===== src/rtl/irw_pkg.sv =====
package irw_pkg;

    typedef enum logic [1:0] {
        PORT_NONE,
        PORT_SEL,
        PORT_WIN,
        PORT_EOI
    } port_e;

    typedef enum logic [2:0] {
        TGT_NONE,
        TGT_ID,
        TGT_VER,
        TGT_ARB,
        TGT_LO,
        TGT_HI
    } tgt_e;

    typedef enum logic {
        ST_IDLE,
        ST_RESP
    } rd_state_e;

    localparam int unsigned WORD_W  = 32;
    localparam int unsigned ENTRY_W = 64;

    localparam int unsigned BIT_REMOTE = 14;
    localparam int unsigned BIT_TRIG   = 15;
    localparam int unsigned BIT_MASK   = 16;

    localparam logic [WORD_W-1:0] IDX_ID  = 32'h0000_0000;
    localparam logic [WORD_W-1:0] IDX_VER = 32'h0000_0001;
    localparam logic [WORD_W-1:0] IDX_ARB = 32'h0000_0002;
    localparam logic [WORD_W-1:0] IDX_TBL = 32'h0000_0010;

endpackage


===== src/rtl/irw_decode.sv =====
module irw_decode
    import irw_pkg::*;
#(
    parameter int unsigned ADDR_W = 8,
    parameter int unsigned NPINS  = 24,
    parameter int unsigned IDX_W  = 5,
    parameter logic [ADDR_W-1:0] OFS_SEL = 8'h00,
    parameter logic [ADDR_W-1:0] OFS_WIN = 8'h10,
    parameter logic [ADDR_W-1:0] OFS_EOI = 8'h40
) (
    input  logic              req_valid,
    input  logic [ADDR_W-1:0] req_addr,
    input  logic [3:0]        req_be,
    input  logic [WORD_W-1:0] sel_q,
    output logic              claim,
    output port_e             port,
    output tgt_e              tgt,
    output logic [IDX_W-1:0]  idx
);

    logic [WORD_W-1:0] rel;
    logic [WORD_W-1:0] ent;

    always_comb begin
        port = PORT_NONE;
        if (req_addr == OFS_SEL) begin
            port = PORT_SEL;
        end else if (req_addr == OFS_WIN) begin
            port = PORT_WIN;
        end else if (req_addr == OFS_EOI) begin
            port = PORT_EOI;
        end
        claim = req_valid && (req_be == 4'hF) && (port != PORT_NONE);
    end

    always_comb begin
        rel = sel_q - IDX_TBL;
        ent = rel >> 1;
        tgt = TGT_NONE;
        if (sel_q == IDX_ID) begin
            tgt = TGT_ID;
        end else if (sel_q == IDX_VER) begin
            tgt = TGT_VER;
        end else if (sel_q == IDX_ARB) begin
            tgt = TGT_ARB;
        end else if ((sel_q >= IDX_TBL) && (ent < NPINS)) begin
            tgt = rel[0] ? TGT_HI : TGT_LO;
        end
        idx = ent[IDX_W-1:0];
    end

endmodule


===== src/rtl/irw_table.sv =====
module irw_table
    import irw_pkg::*;
#(
    parameter int unsigned NPINS = 24,
    parameter int unsigned IDX_W = 5
) (
    input  logic                     clk,
    input  logic                     rst_n,
    input  logic                     wr_en,
    input  logic                     wr_hi,
    input  logic [IDX_W-1:0]         wr_idx,
    input  logic [WORD_W-1:0]        wr_data,
    input  logic [NPINS-1:0]         rp_set,
    input  logic [NPINS-1:0]         rp_clr,
    input  logic [IDX_W-1:0]         rd_idx,
    input  logic                     rd_hi,
    output logic [WORD_W-1:0]        rd_data,
    output logic [NPINS*ENTRY_W-1:0] entries_flat,
    output logic                     mask_chg_valid,
    output logic [IDX_W-1:0]         mask_chg_pin,
    output logic                     mask_chg_val,
    output logic                     lvl_valid,
    output logic [IDX_W-1:0]         lvl_pin
);

    localparam logic [ENTRY_W-1:0] RST_ENTRY = ENTRY_W'(1) << BIT_MASK;
    localparam logic [WORD_W-1:0]  LO_KEEP   = ~(WORD_W'(1) << BIT_REMOTE);

    logic [ENTRY_W-1:0] ent_w [NPINS];
    logic [ENTRY_W-1:0] old_sel;
    logic [ENTRY_W-1:0] merged;

    for (genvar p = 0; p < NPINS; p++) begin : g_pin
        logic [ENTRY_W-1:0] e_q;
        logic [ENTRY_W-1:0] e_nxt;
        logic               hit;

        assign hit = wr_en && (wr_idx == IDX_W'(p));

        always_comb begin
            e_nxt = e_q;
            if (rp_clr[p]) begin
                e_nxt[BIT_REMOTE] = 1'b0;
            end
            if (rp_set[p]) begin
                e_nxt[BIT_REMOTE] = 1'b1;
            end
            if (hit) begin
                if (wr_hi) begin
                    e_nxt[ENTRY_W-1:WORD_W] = wr_data;
                end else begin
                    e_nxt[WORD_W-1:0] = wr_data & LO_KEEP;
                end
            end
        end

        always_ff @(posedge clk) begin
            if (!rst_n) begin
                e_q <= RST_ENTRY;
            end else begin
                e_q <= e_nxt;
            end
        end

        assign ent_w[p] = e_q;
        assign entries_flat[p*ENTRY_W +: ENTRY_W] = e_q;
    end

    always_comb begin
        old_sel = ent_w[wr_idx];
        if (wr_hi) begin
            merged = {wr_data, old_sel[WORD_W-1:0]};
        end else begin
            merged = {old_sel[ENTRY_W-1:WORD_W], wr_data & LO_KEEP};
        end
    end

    assign rd_data = rd_hi ? ent_w[rd_idx][ENTRY_W-1:WORD_W]
                           : ent_w[rd_idx][WORD_W-1:0];

    always_ff @(posedge clk) begin
        if (!rst_n) begin
            mask_chg_valid <= 1'b0;
            mask_chg_pin   <= '0;
            mask_chg_val   <= 1'b0;
            lvl_valid      <= 1'b0;
            lvl_pin        <= '0;
        end else begin
            mask_chg_valid <= wr_en && (merged[BIT_MASK] != old_sel[BIT_MASK]);
            mask_chg_pin   <= wr_idx;
            mask_chg_val   <= merged[BIT_MASK];
            lvl_valid      <= wr_en && merged[BIT_TRIG];
            lvl_pin        <= wr_idx;
        end
    end

    // a lower-half write leaves remote-pending clear
    p_lo_clears_remote_r6: assert property (@(posedge clk) disable iff (!rst_n)
        (wr_en && !wr_hi) |=> (ent_w[$past(wr_idx)][BIT_REMOTE] == 1'b0));

    // an upper-half write without engine requests keeps the lower word
    p_hi_keeps_low_r6: assert property (@(posedge clk) disable iff (!rst_n)
        (wr_en && wr_hi && (rp_set == '0) && (rp_clr == '0))
        |=> (ent_w[$past(wr_idx)][WORD_W-1:0] == $past(old_sel[WORD_W-1:0])));

    // the strobe value matches the stored mask bit
    p_mask_strobe_r9: assert property (@(posedge clk) disable iff (!rst_n)
        mask_chg_valid |-> (ent_w[mask_chg_pin][BIT_MASK] == mask_chg_val));

    // a level-edit strobe only names a level-triggered entry
    p_lvl_strobe_r10: assert property (@(posedge clk) disable iff (!rst_n)
        lvl_valid |-> ent_w[lvl_pin][BIT_TRIG]);

endmodule


===== src/rtl/irw_ctrl.sv =====
module irw_ctrl
    import irw_pkg::*;
#(
    parameter int unsigned NPINS   = 24,
    parameter logic [7:0]  VERSION = 8'h11
) (
    input  logic              clk,
    input  logic              rst_n,
    input  logic              claim,
    input  port_e             port,
    input  tgt_e              tgt,
    input  logic              req_write,
    input  logic [WORD_W-1:0] req_wdata,
    input  logic [WORD_W-1:0] tbl_rdata,
    output logic [WORD_W-1:0] sel_q,
    output logic              tbl_wr_en,
    output logic              tbl_wr_hi,
    output logic              rvalid,
    output logic [WORD_W-1:0] rdata,
    output logic              eoi_valid,
    output logic [7:0]        eoi_vector
);

    localparam logic [7:0] MAX_PIN = 8'(NPINS - 1);

    rd_state_e         state_q;
    rd_state_e         state_nxt;
    logic [3:0]        id_q;
    logic [WORD_W-1:0] rd_mux;
    logic [WORD_W-1:0] win_val;
    logic              rd_accept;
    logic              wr_accept;

    assign rd_accept = claim && !req_write;
    assign wr_accept = claim && req_write;

    assign tbl_wr_en = wr_accept && (port == PORT_WIN)
                       && ((tgt == TGT_LO) || (tgt == TGT_HI));
    assign tbl_wr_hi = (tgt == TGT_HI);

    always_comb begin
        unique case (tgt)
            TGT_ID, TGT_ARB: win_val = {4'h0, id_q, 24'h0};
            TGT_VER:         win_val = {8'h00, MAX_PIN, 8'h00, VERSION};
            TGT_LO, TGT_HI:  win_val = tbl_rdata;
            default:         win_val = '0;
        endcase
        unique case (port)
            PORT_SEL: rd_mux = sel_q;
            PORT_WIN: rd_mux = win_val;
            default:  rd_mux = '0;
        endcase
    end

    // state register
    always_ff @(posedge clk) begin
        if (!rst_n) begin
            state_q <= ST_IDLE;
        end else begin
            state_q <= state_nxt;
        end
    end

    // transitions
    always_comb begin
        state_nxt = state_q;
        unique case (state_q)
            ST_IDLE: state_nxt = rd_accept ? ST_RESP : ST_IDLE;
            ST_RESP: state_nxt = rd_accept ? ST_RESP : ST_IDLE;
            default: state_nxt = ST_IDLE;
        endcase
    end

    // outputs
    always_comb begin
        rvalid = (state_q == ST_RESP);
    end

    always_ff @(posedge clk) begin
        if (!rst_n) begin
            rdata      <= '0;
            sel_q      <= '0;
            id_q       <= '0;
            eoi_valid  <= 1'b0;
            eoi_vector <= '0;
        end else begin
            if (rd_accept) begin
                rdata <= rd_mux;
            end
            if (wr_accept && (port == PORT_SEL)) begin
                sel_q <= req_wdata;
            end
            if (wr_accept && (port == PORT_WIN) && (tgt == TGT_ID)) begin
                id_q <= req_wdata[27:24];
            end
            eoi_valid <= wr_accept && (port == PORT_EOI);
            if (wr_accept && (port == PORT_EOI)) begin
                eoi_vector <= req_wdata[7:0];
            end
        end
    end

    // an accepted read is answered in the next cycle
    p_read_answered_r12: assert property (@(posedge clk) disable iff (!rst_n)
        rd_accept |=> rvalid);

    // no read-valid without a read
    p_no_spurious_rvalid_r12: assert property (@(posedge clk) disable iff (!rst_n)
        rvalid |-> $past(rd_accept));

    // the end-of-interrupt pulse carries the written low byte
    p_eoi_vector_r11: assert property (@(posedge clk) disable iff (!rst_n)
        (wr_accept && (port == PORT_EOI)) |=> (eoi_valid && (eoi_vector == $past(req_wdata[7:0]))));

    // arbitration writes leave the ID untouched
    p_arb_write_ignored_r3: assert property (@(posedge clk) disable iff (!rst_n)
        (wr_accept && (port == PORT_WIN) && (tgt == TGT_ARB)) |=> $stable(id_q));

endmodule


===== src/rtl/irq_route_regwin.sv =====
module irq_route_regwin
    import irw_pkg::*;
#(
    parameter int unsigned ADDR_W  = 8,
    parameter int unsigned NPINS   = 24,
    parameter logic [7:0]  VERSION = 8'h11,
    parameter logic [ADDR_W-1:0] OFS_SEL = 8'h00,
    parameter logic [ADDR_W-1:0] OFS_WIN = 8'h10,
    parameter logic [ADDR_W-1:0] OFS_EOI = 8'h40,
    localparam int unsigned IDX_W = (NPINS > 1) ? $clog2(NPINS) : 1
) (
    input  logic                       clk,
    input  logic                       rst_n,
    input  logic                       bus_valid,
    input  logic                       bus_write,
    input  logic [ADDR_W-1:0]          bus_addr,
    input  logic [3:0]                 bus_be,
    input  logic [31:0]                bus_wdata,
    output logic                       bus_claim,
    output logic                       bus_rvalid,
    output logic [31:0]                bus_rdata,
    input  logic [NPINS-1:0]           rp_set,
    input  logic [NPINS-1:0]           rp_clr,
    output logic [NPINS*64-1:0]        entries,
    output logic                       mask_chg_valid,
    output logic [IDX_W-1:0]           mask_chg_pin,
    output logic                       mask_chg_val,
    output logic                       lvl_edit_valid,
    output logic [IDX_W-1:0]           lvl_edit_pin,
    output logic                       eoi_valid,
    output logic [7:0]                 eoi_vector
);

    port_e             port;
    tgt_e              tgt;
    logic [IDX_W-1:0]  idx;
    logic [WORD_W-1:0] sel_q;
    logic [WORD_W-1:0] tbl_rdata;
    logic              tbl_wr_en;
    logic              tbl_wr_hi;

    irw_decode #(
        .ADDR_W  (ADDR_W),
        .NPINS   (NPINS),
        .IDX_W   (IDX_W),
        .OFS_SEL (OFS_SEL),
        .OFS_WIN (OFS_WIN),
        .OFS_EOI (OFS_EOI)
    ) u_decode (
        .req_valid (bus_valid),
        .req_addr  (bus_addr),
        .req_be    (bus_be),
        .sel_q     (sel_q),
        .claim     (bus_claim),
        .port      (port),
        .tgt       (tgt),
        .idx       (idx)
    );

    irw_ctrl #(
        .NPINS   (NPINS),
        .VERSION (VERSION)
    ) u_ctrl (
        .clk        (clk),
        .rst_n      (rst_n),
        .claim      (bus_claim),
        .port       (port),
        .tgt        (tgt),
        .req_write  (bus_write),
        .req_wdata  (bus_wdata),
        .tbl_rdata  (tbl_rdata),
        .sel_q      (sel_q),
        .tbl_wr_en  (tbl_wr_en),
        .tbl_wr_hi  (tbl_wr_hi),
        .rvalid     (bus_rvalid),
        .rdata      (bus_rdata),
        .eoi_valid  (eoi_valid),
        .eoi_vector (eoi_vector)
    );

    irw_table #(
        .NPINS (NPINS),
        .IDX_W (IDX_W)
    ) u_table (
        .clk            (clk),
        .rst_n          (rst_n),
        .wr_en          (tbl_wr_en),
        .wr_hi          (tbl_wr_hi),
        .wr_idx         (idx),
        .wr_data        (bus_wdata),
        .rp_set         (rp_set),
        .rp_clr         (rp_clr),
        .rd_idx         (idx),
        .rd_hi          (tgt == TGT_HI),
        .rd_data        (tbl_rdata),
        .entries_flat   (entries),
        .mask_chg_valid (mask_chg_valid),
        .mask_chg_pin   (mask_chg_pin),
        .mask_chg_val   (mask_chg_val),
        .lvl_valid      (lvl_edit_valid),
        .lvl_pin        (lvl_edit_pin)
    );

    // a window write past the table end leaves every entry unchanged
    p_oob_write_dropped_r7: assert property (@(posedge clk) disable iff (!rst_n)
        (bus_claim && bus_write && (port == PORT_WIN) && (tgt == TGT_NONE)
         && (rp_set == '0) && (rp_clr == '0)) |=> $stable(entries));

    // an unclaimed access changes no state and gives no read data
    p_unclaimed_quiet_r8: assert property (@(posedge clk) disable iff (!rst_n)
        (!bus_claim && (rp_set == '0) && (rp_clr == '0))
        |=> (!bus_rvalid && $stable(entries) && $stable(sel_q)));

endmodule


===== config.mk =====
export PLATFORM = sky130hd
export DESIGN_NAME = irq_route_regwin
export DESIGN_NICKNAME = d
export VERILOG_FILES = /design/src/rtl/irw_pkg.sv /design/src/rtl/irw_decode.sv /design/src/rtl/irw_table.sv /design/src/rtl/irw_ctrl.sv /design/src/rtl/irq_route_regwin.sv
export SDC_FILE = /design/constraint.sdc
export NUM_CORES = 2
export LEC_CHECK = 0
export ABC_AREA = 1
export BUFFER_PORTS_ARGS = -buffer_cell sky130_fd_sc_hd__clkbuf_2
export CORE_AREA = 2 2 662 664
export DETAILED_ROUTE_END_ITERATION = 10
export DIE_AREA = 0 0 664 666
export SYNTH_ARGS = -nofsm -noshare
export SYNTH_HDL_FRONTEND = slang
export SYNTH_SLANG_ARGS = --single-unit

===== constraint.sdc =====
create_clock -name clk -period 5.2 [get_ports clk]
set_input_delay 0 -clock clk [delete_from_list [all_inputs] [get_ports clk]]
set_output_delay 0 -clock clk [all_outputs]
set_load 0.02 [all_outputs]

==> results.json <==
{
  "outcome": "complete, no violations",
  "via_per_inst": 4.91,
  "slowest_stage": "dlygate4sd3_1",
  "fin_crit_sh": 0.943,
  "hold_viol_final": 0,
  "instances_no_fill": 17000,
  "cts_num_sinks": 1622,
  "nets": 11100,
  "fill_cells": 48800,
  "grt_pass1_vias": 73800,
  "pin_count": 1688,
  "drtIter0Drc": 13800,
  "setup_tns_ps": 0,
  "num_rows": 243,
  "relSlewSlack": 0.176,
  "grt_usage": 0.267,
  "crit_path_start_kind": "register",
  "grt_max_degree": 196,
  "yosysTopAreaCell": "dfxtp_1",
  "crit_path_end_kind": "register",
  "ys_warn_count": 0,
  "drv_cap": 0,
  "finClkSkew_ps": 87.5,
  "drc_errors": 0,
  "slowest_delay_ps": 590,
  "period_minus_slack_ps": 4910,
  "max_freq_ghz": 0.204,
  "drtPass1Iterations": 8,
  "power_density_nw_per_um2": 309,
  "seq_area_frac_synth": 0.472,
  "dp_cells": 16400,
  "synth_cell_type_count": 46,
  "final_util": 0.212,
  "worst_ir_drop_vdd_v": 0.000271,
  "arrival_ps": 5760,
  "path_cells": "inv_2 > buf_4 > nand2_2 > nor2_1 > nand3_1 > nand2_1 > nand2_1 > nor2_1 > nand2_1 > nor2_1 > nand4_1 > inv_4 > buf_12 > o22ai_1 > dlygate4sd3_1 > nor2_1 > dlygate4sd3_1",
  "overflow": 0,
  "drive_gt1_frac": 0.232,
  "required_ps": 6060,
  "finalPower_mw": 28.6,
  "clk_latency_ps": 940,
  "synth_edf_count": 0,
  "cts_buffers": 200,
  "ant_nets": 0,
  "cp-startpoint": "u_ctrl.sel_q[4]",
  "htree_num_levels": 4,
  "reg2reg_from": "u_ctrl.sel_q[4]",
  "clk_pin_slew_ps": 70,
  "die_x_um": 664,
  "port_buffers": 1687,
  "tritoncts": "built",
  "grt_pass1_wl_mm": 786,
  "ys_seq_elements": 1622,
  "initial_utilization": 0.158,
  "core_area_um2": 436000,
  "syn2layout_area_growth_pct": 34.3,
  "clock_path_buffers": 4,
  "dp_hpwl_mm": 483,
  "synthFlopType": "dfxtp_1",
  "synthArstFlopShare": 0,
  "ys_top_cells_by_count": "3434 x nand2_1, 1649 x a21oi_1, 1622 x dfxtp_1, 537 x clkbuf_1, 501 x o22ai_1",
  "netlist_area_um2": 68800,
  "setup_viol": 0,
  "worstHoldPathType": "primary input to register",
  "cp_max_fo": 30,
  "crit_type": "register to register",
  "ff2ff_setup_slack_ps": 290,
  "yosysMostFrequentCell": "nand2_1",
  "routed_wl_mm": 623,
  "die_y_um": 666,
  "synth_fp_nets": 9567,
  "yosys-top-cells-area": "dfxtp_1 47%, nand2_1 19%, a21oi_1 12%, o22ai_1 4.6%, a22oi_1 3.0%",
  "synth_top_area_frac": 0.472,
  "vias": 83200,
  "die_area_um2": 442000,
  "rsz0062_at_grt": "false",
  "cpMostUsedCell": "nor2_1",
  "wire_per_inst_um": 36.8,
  "slew_violations": 0,
  "worstSetupEndpoint": "u_table.g_pin[0].e_q[14]",
  "p_leak_nw": 33.8,
  "gp_congestion": 0.981,
  "root_buffer": "clkbuf_16",
  "netlist_instances": 9470,
  "reg2reg_depth": 17,
  "antenna_found_initial": 103,
  "tightest_slew_ps": 1220,
  "regToRegEndpoint": "u_table.g_pin[0].e_q[14]",
  "synth_area_per_cell_um2": 7.27
}
## worst max-delay path, delay by kind of cell, from the launching register on
| kind | cells | cell delay [ps] |
|---|---|---|
| and+or+nand+nor | 10 | 1970 |
| buffers and inverters | 6 | 2230 |
| DFF | 1 | 430 |
| AOI/OAI and AO/OA | 1 | 140 |
## through the flow
stage | instance area (um2) | setup slack (ps) | hold WS [ps]
CTS | 92200 | 162 | 0.381
floorplan | 68800 | 2110 | 163
global placement | 84100 | 483 | 267
detailed placement | 84100 | 406 | 270
finish | 92400 | 294 | 93.0
global route | 92300 | 66.5 | 54.4
## cells by family after synthesis
family / synth area share
adders and majority gates: 0.000182
AOI/OAI and AO/OA: 0.232
DFF: 0.472
and+or+nand+nor: 0.225
xor gates and xnor gates: 0.000255
buffers and inverters: 0.0702
## metal layers
| metal | wire [um] | track usage | part of all wire | up-vias |
|---|---|---|---|---|
| met5 | 320 | 0 | 0.00051 | - |
| met4 | 53600 | 0.190 | 0.086 | 48 |
| met3 | 64800 | 0.0769 | 0.10 | 1407 |
| met2 | 284000 | 0.432 | 0.46 | 6518 |
| met1 | 220000 | 0.301 | 0.35 | 40200 |
| li1 | - | - | - | 35000 |
## timing repair
action | in CTS | in global routing
hold endpoints to repair | 1058 | 0
hold buffers | 132 | 0
endpoints found under the setup margin | 0 | 12
buffers inserted | 0 | 0
gates resized for setup | 0 | 1
## placed cells by master (no fill, tap or decap), types with 16 or more instances in the layout
cell and count:
a21oi_1 1645, nor2_1 182, clkbuf_2 1654, clkbuf_1 36
dlygate4sd3_1 132, buf_12 32, clkinv_2 24, dfxtp_1 1622
inv_2 32, a211oi_1 37, clkbuf_16 202, o31ai_1 21
o22ai_1 500, nand4_1 103, nor3_1 31, buf_4 399
clkbuf_8 43, o21ai_1 47, clkinv_4 16, o21ai_0 225
o21ai_2 33, diode_2 64, o211ai_1 25, nor2_4 57
inv_1 112, o21a_1 19, nand3_1 69, a22oi_1 271
nand2_1 3429
## flip-flops by register name, indices dropped and copies added, names as in the netlist
signal	flops
u_table.g_pin.e_q	1536
u_ctrl.rdata	32
u_ctrl.sel_q	32
u_ctrl.eoi_vector	8
u_table.mask_chg_pin	5
u_ctrl.id_q	4
u_ctrl.eoi_valid	1
u_ctrl.rvalid	1
u_table.lvl_valid	1
u_table.mask_chg_val	1
u_table.mask_chg_valid	1
## how the worst min path moves through the flow
| stage | from | end | slack, ps | cells after the start |
|---|---|---|---|---|
| 6_report | bus_wdata[18] | u_table.g_pin[0].e_q[50] | 90 | 4 |
| 5_1_grt | bus_wdata[18] | u_table.g_pin[0].e_q[50] | 50 | 4 |
| 4_1_cts | bus_wdata[18] | u_table.g_pin[0].e_q[50] | 0.4 | 4 |
| 3_5_place_dp | rp_set[4] | u_table.g_pin[4].e_q[14] | 270 | 3 |
| 3_3_place_gp | rp_set[12] | u_table.g_pin[12].e_q[14] | 270 | 3 |
| 2_1_floorplan | rp_set[0] | u_table.g_pin[0].e_q[14] | 160 | 2 |
## area by class of cell
class,count,area (um2),share of cell area
clock buffers,281,5780,0.0626
clock inverters,81,1060,0.0114
diodes,64,160,0.00173
flip-flops and latches,1622,32500,0.351
well taps,5757,7200,0.0780
multi-input cells,6777,31900,0.345
inverters,157,628,0.00680
repair buffers,2218,13200,0.143
## where the power goes
part	internal, mW	leakage [nW]	switching, mW
registers	12.4	13.1	0.0232
clock network	8.56	3.33	6.41
logic	0.161	17.4	0.961
No activity file was read; power rests on OpenSTA's default activity.
